$ cat src/rtl/segpc_pkg.sv
package segpc_pkg;

  // Strobes from the command decoder to the address datapath.
  typedef struct packed {
    logic clear;   // synchronous clear of both registers
    logic load;    // direct load of segment and pointer
    logic jump;    // relative displacement
    logic step;    // sequential +1
    logic segEn;   // pointer wrap may change the segment
  } segpcStrobes_t;

endpackage

$ cat src/rtl/segpc_ctrl.sv
module segpc_ctrl
  import segpc_pkg::*;
(
  input  logic          rst,
  input  logic          loadEn,
  input  logic          jumpEn,
  input  logic          stepEn,
  input  logic          carryEn,
  output segpcStrobes_t strobes
);

  // Fixed priority: clear > load > jump > step.
  always_comb begin
    strobes       = '0;
    strobes.segEn = carryEn;
    if (rst) begin
      strobes.clear = 1'b1;
    end else if (loadEn) begin
      strobes.load = 1'b1;
    end else if (jumpEn) begin
      strobes.jump = 1'b1;
    end else if (stepEn) begin
      strobes.step = 1'b1;
    end
  end

endmodule

$ cat src/rtl/segpc_ptradd.sv
module segpc_ptradd #(
  parameter int PTR_W = 8
) (
  input  logic [PTR_W-1:0] ptrIn,
  input  logic [PTR_W-1:0] offset,
  output logic [PTR_W-1:0] ptrSum,
  output logic             wrapUp,
  output logic             wrapDown
);

  localparam int SIGN_BIT = PTR_W - 1;

  logic [PTR_W:0] wideSum;
  logic           offsetNeg;

  // Unsigned sum with one extra bit; its top bit is the carry out.
  assign wideSum   = {1'b0, ptrIn} + {1'b0, offset};
  assign offsetNeg = offset[SIGN_BIT];
  assign ptrSum    = wideSum[PTR_W-1:0];

  // Non-negative offset with carry: crossed the top.
  // Negative offset without carry: magnitude exceeded the pointer.
  assign wrapUp    = !offsetNeg &&  wideSum[PTR_W];
  assign wrapDown  =  offsetNeg && !wideSum[PTR_W];

endmodule

$ cat src/rtl/segpc_datapath.sv
module segpc_datapath
  import segpc_pkg::*;
#(
  parameter int PTR_W = 8,
  parameter int SEG_W = 8
) (
  input  logic             clk,
  input  segpcStrobes_t    strobes,
  input  logic [SEG_W-1:0] loadSeg,
  input  logic [PTR_W-1:0] loadPtr,
  input  logic [PTR_W-1:0] jumpDisp,
  output logic [SEG_W-1:0] segQ,
  output logic [PTR_W-1:0] ptrQ,
  output logic [SEG_W-1:0] segNext,
  output logic [PTR_W-1:0] ptrNext
);

  localparam logic [PTR_W-1:0] STEP_ONE = PTR_W'(1);
  localparam logic [SEG_W-1:0] SEG_ONE  = SEG_W'(1);
  localparam int               ADDR_W   = SEG_W + PTR_W;

  logic [PTR_W-1:0] offset;
  logic [PTR_W-1:0] ptrSum;
  logic             wrapUp;
  logic             wrapDown;
  logic [SEG_W-1:0] segAdj;

  // A step is a +1 jump through the same adder.
  assign offset = strobes.jump ? jumpDisp : STEP_ONE;

  segpc_ptradd #(.PTR_W(PTR_W)) uAdd (
    .ptrIn   (ptrQ),
    .offset  (offset),
    .ptrSum  (ptrSum),
    .wrapUp  (wrapUp),
    .wrapDown(wrapDown)
  );

  always_comb begin
    segAdj = segQ;
    if (strobes.segEn && wrapUp) begin
      segAdj = segQ + SEG_ONE;
    end else if (strobes.segEn && wrapDown) begin
      segAdj = segQ - SEG_ONE;
    end
  end

  always_comb begin
    segNext = segQ;
    ptrNext = ptrQ;
    if (strobes.clear) begin
      segNext = '0;
      ptrNext = '0;
    end else if (strobes.load) begin
      segNext = loadSeg;
      ptrNext = loadPtr;
    end else if (strobes.jump || strobes.step) begin
      segNext = segAdj;
      ptrNext = ptrSum;
    end
  end

  always_ff @(posedge clk) begin
    segQ <= segNext;
    ptrQ <= ptrNext;
  end

  AST_CLEAR_ZERO: assert property (@(posedge clk)
    strobes.clear |=> (segQ == '0) && (ptrQ == '0));

  AST_LOAD_TAKES: assert property (@(posedge clk) disable iff (strobes.clear)
    strobes.load |=> (segQ == $past(loadSeg)) && (ptrQ == $past(loadPtr)));

  AST_PTR_MODULO: assert property (@(posedge clk) disable iff (strobes.clear)
    strobes.jump |=> ptrQ == PTR_W'($past(ptrQ) + $past(jumpDisp)));

  AST_JUMP_16BIT: assert property (@(posedge clk) disable iff (strobes.clear)
    (strobes.jump && strobes.segEn) |=>
      {segQ, ptrQ} == ADDR_W'($past({segQ, ptrQ}) +
        {{SEG_W{$past(jumpDisp[PTR_W-1])}}, $past(jumpDisp)}));

  AST_SEG_FROZEN: assert property (@(posedge clk) disable iff (strobes.clear)
    (!strobes.load && !strobes.segEn) |=> segQ == $past(segQ));

  AST_SEG_UNIT_MOVE: assert property (@(posedge clk) disable iff (strobes.clear)
    !strobes.load |=> (segQ == $past(segQ)) ||
                      (segQ == SEG_W'($past(segQ) + SEG_ONE)) ||
                      (segQ == SEG_W'($past(segQ) - SEG_ONE)));

  AST_IDLE_HOLD: assert property (@(posedge clk) disable iff (strobes.clear)
    (!strobes.load && !strobes.jump && !strobes.step) |=>
      $stable(segQ) && $stable(ptrQ));

endmodule

$ cat src/rtl/segpc_unit.sv
module segpc_unit
  import segpc_pkg::*;
#(
  parameter int PTR_W = 8,
  parameter int SEG_W = 8
) (
  input  logic             clk,
  input  logic             rst,
  input  logic             loadEn,
  input  logic [SEG_W-1:0] loadSeg,
  input  logic [PTR_W-1:0] loadPtr,
  input  logic             jumpEn,
  input  logic [PTR_W-1:0] jumpDisp,
  input  logic             stepEn,
  input  logic             carryEn,
  output logic [SEG_W-1:0] segOut,
  output logic [PTR_W-1:0] ptrOut,
  output logic [SEG_W-1:0] nextSeg,
  output logic [PTR_W-1:0] nextPtr
);

  segpcStrobes_t strobes;

  segpc_ctrl uCtrl (
    .rst    (rst),
    .loadEn (loadEn),
    .jumpEn (jumpEn),
    .stepEn (stepEn),
    .carryEn(carryEn),
    .strobes(strobes)
  );

  segpc_datapath #(.PTR_W(PTR_W), .SEG_W(SEG_W)) uPath (
    .clk     (clk),
    .strobes (strobes),
    .loadSeg (loadSeg),
    .loadPtr (loadPtr),
    .jumpDisp(jumpDisp),
    .segQ    (segOut),
    .ptrQ    (ptrOut),
    .segNext (nextSeg),
    .ptrNext (nextPtr)
  );

endmodule

$ cat config.mk
export PLATFORM = sky130hd
export DESIGN_NAME = segpc_unit
export DESIGN_NICKNAME = d
export VERILOG_FILES = /design/src/rtl/segpc_pkg.sv /design/src/rtl/segpc_ctrl.sv /design/src/rtl/segpc_ptradd.sv /design/src/rtl/segpc_datapath.sv /design/src/rtl/segpc_unit.sv
export SDC_FILE = /design/constraint.sdc
export NUM_CORES = 1
export LEC_CHECK = 0
export ABC_CLOCK_PERIOD_IN_PS = 4200
export BUFFER_PORTS_ARGS = -buffer_cell sky130_fd_sc_hd__buf_2
export CAP_MARGIN = 20
export CORE_ASPECT_RATIO = 0.6
export CORE_UTILIZATION = 44
export CTS_BUF_LIST = sky130_fd_sc_hd__clkbuf_4
export DETAILED_ROUTE_END_ITERATION = 10
export PLACE_DENSITY = 0.79
export REMOVE_ABC_BUFFERS = 1
export SYNTH_ARGS = -nofsm -noshare
export SYNTH_HDL_FRONTEND = slang
export SYNTH_SLANG_ARGS = --single-unit
$ cat constraint.sdc
create_clock -name clk -period 4.2 [get_ports clk]
set_input_delay 0.84 -clock clk [delete_from_list [all_inputs] [get_ports clk]]
set_output_delay 0.84 -clock clk [all_outputs]
set_load 0.005 [all_outputs]
==> impl_metrics.yaml <==
power_and_ir_drop:
  pwr-share-comb: 0.337
  p_int_mw: 0.2649
  pwr_density_cell_nw_per_um2: 216.4
  ir_drop_uv: 155.1
  leakagePower_nw: 0.9453
  power_frac_seq: 0.438
  power.switching_mw: 0.1397
  switching_share: 0.3453
  clock_power_share: 0.226
logic_synthesis:
  syn_avg_cell_area_um2: 7.620
  synth-edff-count: 0
  synthesis.area_um2: 1433
  synth_cell_types: 48
  syn_inst: 188
  synth_ff_type: "dfxtp_1"
  ys_async_sr_fraction: 0
  yosysSeqAreaShare: 0.2236
  ys_ff_latch: 16
  ys_warn_count: 0
global_route:
  grt_pass1_wl_um: 6009
  grt_max_degree: 28
  antenna_found_initial: 0
  track_usage: 0.2343
  overflow: 0
  grt_pass1_vias: 1349
die:
  num_rows: 15
  die-area_um2: 3496
  ioPinCount: 62
  fp.dieH_um: 46.20
  initial_core_util: 0.4801
  core_um2: 2984
  die_w_um: 75.67
critical_path:
  r2r-start: "uPath.ptrQ[0]"
  endpoint_kind: "primary output"
  cp-start-kind: "input pin"
  startpoint: "loadEn"
  arrival_ns: 3.20
  cp.required_ns: 3.36
  crit_type: "input pin to primary output"
  crit_fanout: 6
sta:
  fin_ws_ns: 0.1645
  period_share: 0.9608
  period_needed_ns: 4.036
  skew_ns: 0.001716
  holdWs_ns: 0.6193
  hold_violations: 0
  rsz0062_at_grt: "no"
  setup_viol: 0
  relSlewSlack: 0.5470
  worst_pin_slew_ns: 0.6795
  fmax_mhz: 247.8
  slew_violations: 0
final_layout:
  fin_util: 0.6264
  drive_gt1_frac: 0.3189
  fillCellCount: 254
  final_area_um2: 1869
  n_antenna_cell: 0
  nNetsFinal: 296
  syn_to_final_growth_pct: 30.48
clock_network:
  cts_setup_buffers: 0
  cts_sinks: 16
  htreeDepth: 1
  cts.clk_slew.worst_paths_ns: 0.10
  cts_buffers: 3
  cts_tree: "built"
  ctsHoldBuffers: 0
  clockBufferDepth: 2
  cts_root_buf: "clkbuf_4"
  clk_latency_ns: 0.30
drt:
  wl_per_cell_um: 13.14
  detail-route-antenna-nets: 0
  drt_iter0_drc: 171
  wirelength_um: 3888
  drc: 0
  viasPerCell: 5.449
  dr.pass1.iters: 4
  dr_total_vias: 1613
min_path:
  min_from: "uPath.segQ[7]"
  hold_class: "flip-flop to flip-flop"
flow_run:
  maxCapViolCount: 0
placement:
  place_ws_ns: -0.01217
  port_buffers: 61
  dpl.hpwl_um: 2987
  post_dp_cell_area_um2: 1834
  gp_congestion: 0.9201
run_status:
  outcome: "completed"
==> logic make-up after synthesis <==
group,synth area share
AOI/OAI and AO/OA,0.2122
xor gates and xnor gates,0.04891
adders and majority gates,0.1013
buffers and inverters,0.08122
DFF,0.2236
muxes,0.04891
and+or+nand+nor,0.2838
==> cells in the mapped netlist (2+ instances only) <==
cell / instances / share of area
o21ai_0: 4 / 0.014
nor4b_1: 2 / 0.012
or3_1: 2 / 0.0087
inv_1: 15 / 0.039
xnor2_1: 2 / 0.012
nand2_1: 8 / 0.021
clkbuf_1: 6 / 0.016
nand3_1: 14 / 0.049
a21oi_1: 17 / 0.059
dfxtp_1: 16 / 0.22
or4_1: 2 / 0.010
mux2i_1: 7 / 0.049
o211ai_1: 3 / 0.016
a32oi_1: 2 / 0.012
nor2_1: 17 / 0.045
o21a_1: 5 / 0.026
ha_1: 10 / 0.087
a211oi_1: 2 / 0.010
nor2b_1: 5 / 0.022
nand4_1: 2 / 0.0087
buf_2: 2 / 0.0070
xor2_1: 6 / 0.037
o21ai_1: 2 / 0.0070
a311oi_1: 2 / 0.012
nor3_1: 5 / 0.017
and3_1: 7 / 0.031
nand2b_1: 2 / 0.0087
==> per-layer routing <==
metal / global-route usage / up-vias / part of all wire
met5: 0 / - / 0
met4: 0.07407 / 0 / 0.021
met3: 0.05689 / 19 / 0.096
met2: 0.3268 / 96 / 0.37
met1: 0.3481 / 687 / 0.51
li1: - / 811 / -
==> worst max-delay path, cell delays in order <==
cell and delay, ns:
buf_2 0.12, nor2_4 0.18, nand3_1 0.16, fa_1 0.44
nand2b_1 0.19, a211oi_1 0.27, nor2_2 0.14, mux2i_1 0.21
nor3_1 0.07, a2111oi_1 0.39, buf_2 0.19
==> flip-flops by register name (all words and copies together), names as in the netlist <==
signal,count
uPath.ptrQ,8
uPath.segQ,8
==> power by group through the flow <==
stage	Clock, mW	Sequential [mW]	Combinational (mW)
floorplan	0	0.179	0.0661
global placement	0	0.180	0.132
detailed placement	0	0.180	0.134
CTS	0.0935	0.177	0.135
global route	0.0988	0.179	0.151
finish	0.0912	0.177	0.136
==> cell usage in the layout, fill, tap and decap left out, drive strengths merged, types with 3 or more instances in the layout <==
cell	Yosys	layout
a21oi	17	17
and3	7	7
buf	4	72
clkbuf	6	3
dfxtp	16	16
ha	10	10
inv	15	15
mux2i	7	7
nand2	9	9
nand3	15	15
nor2	18	18
nor2b	5	5
nor3	5	5
o211ai	3	3
o21a	5	5
o21ai	6	6
xor2	6	6
==> what timing repair did <==
item	in CTS	in global routing
endpoints found under the setup margin	1	6
resized for setup	1	2
cloned	0	0
pin swaps	0	1
==> final cells by class <==
| type | count | area, um2 | area share |
|---|---|---|---|
| Clock inverter | 1 | 3.754 | 0.002008 |
| Sequential cell | 16 | 320.3 | 0.1714 |
| Multi-Input combinational cell | 146 | 1005 | 0.5375 |
| Timing Repair Buffer | 72 | 400.4 | 0.2142 |
| Clock buffer | 3 | 22.52 | 0.01205 |
| Inverter | 16 | 65.06 | 0.03481 |
| Tap cell | 42 | 52.55 | 0.02811 |
==> stage by stage <==
| step | power (mW) | TNS, ns | std cells |
|---|---|---|---|
| 2_1_floorplan | 0.2454 | 0 | 178 |
| 3_3_place_gp | 0.3122 | 0 | 292 |
| 3_5_place_dp | 0.3138 | -0.01217 | 292 |
| 4_1_cts | 0.4050 | 0 | 296 |
| 5_1_grt | 0.4295 | 0 | 296 |
| 6_report | 0.4046 | 0 | 296 |
==> final timing paths <==
path                                      end  slack, ns  cells past startpoint
worst min register to register  uPath.segQ[7]       0.62                      2
worst max register to register  uPath.segQ[5]       1.81                      9
worst min-delay path            uPath.segQ[7]       0.62                      2
worst max-delay path               nextSeg[5]       0.16                     11
Power figures use the tool's default switching activity.
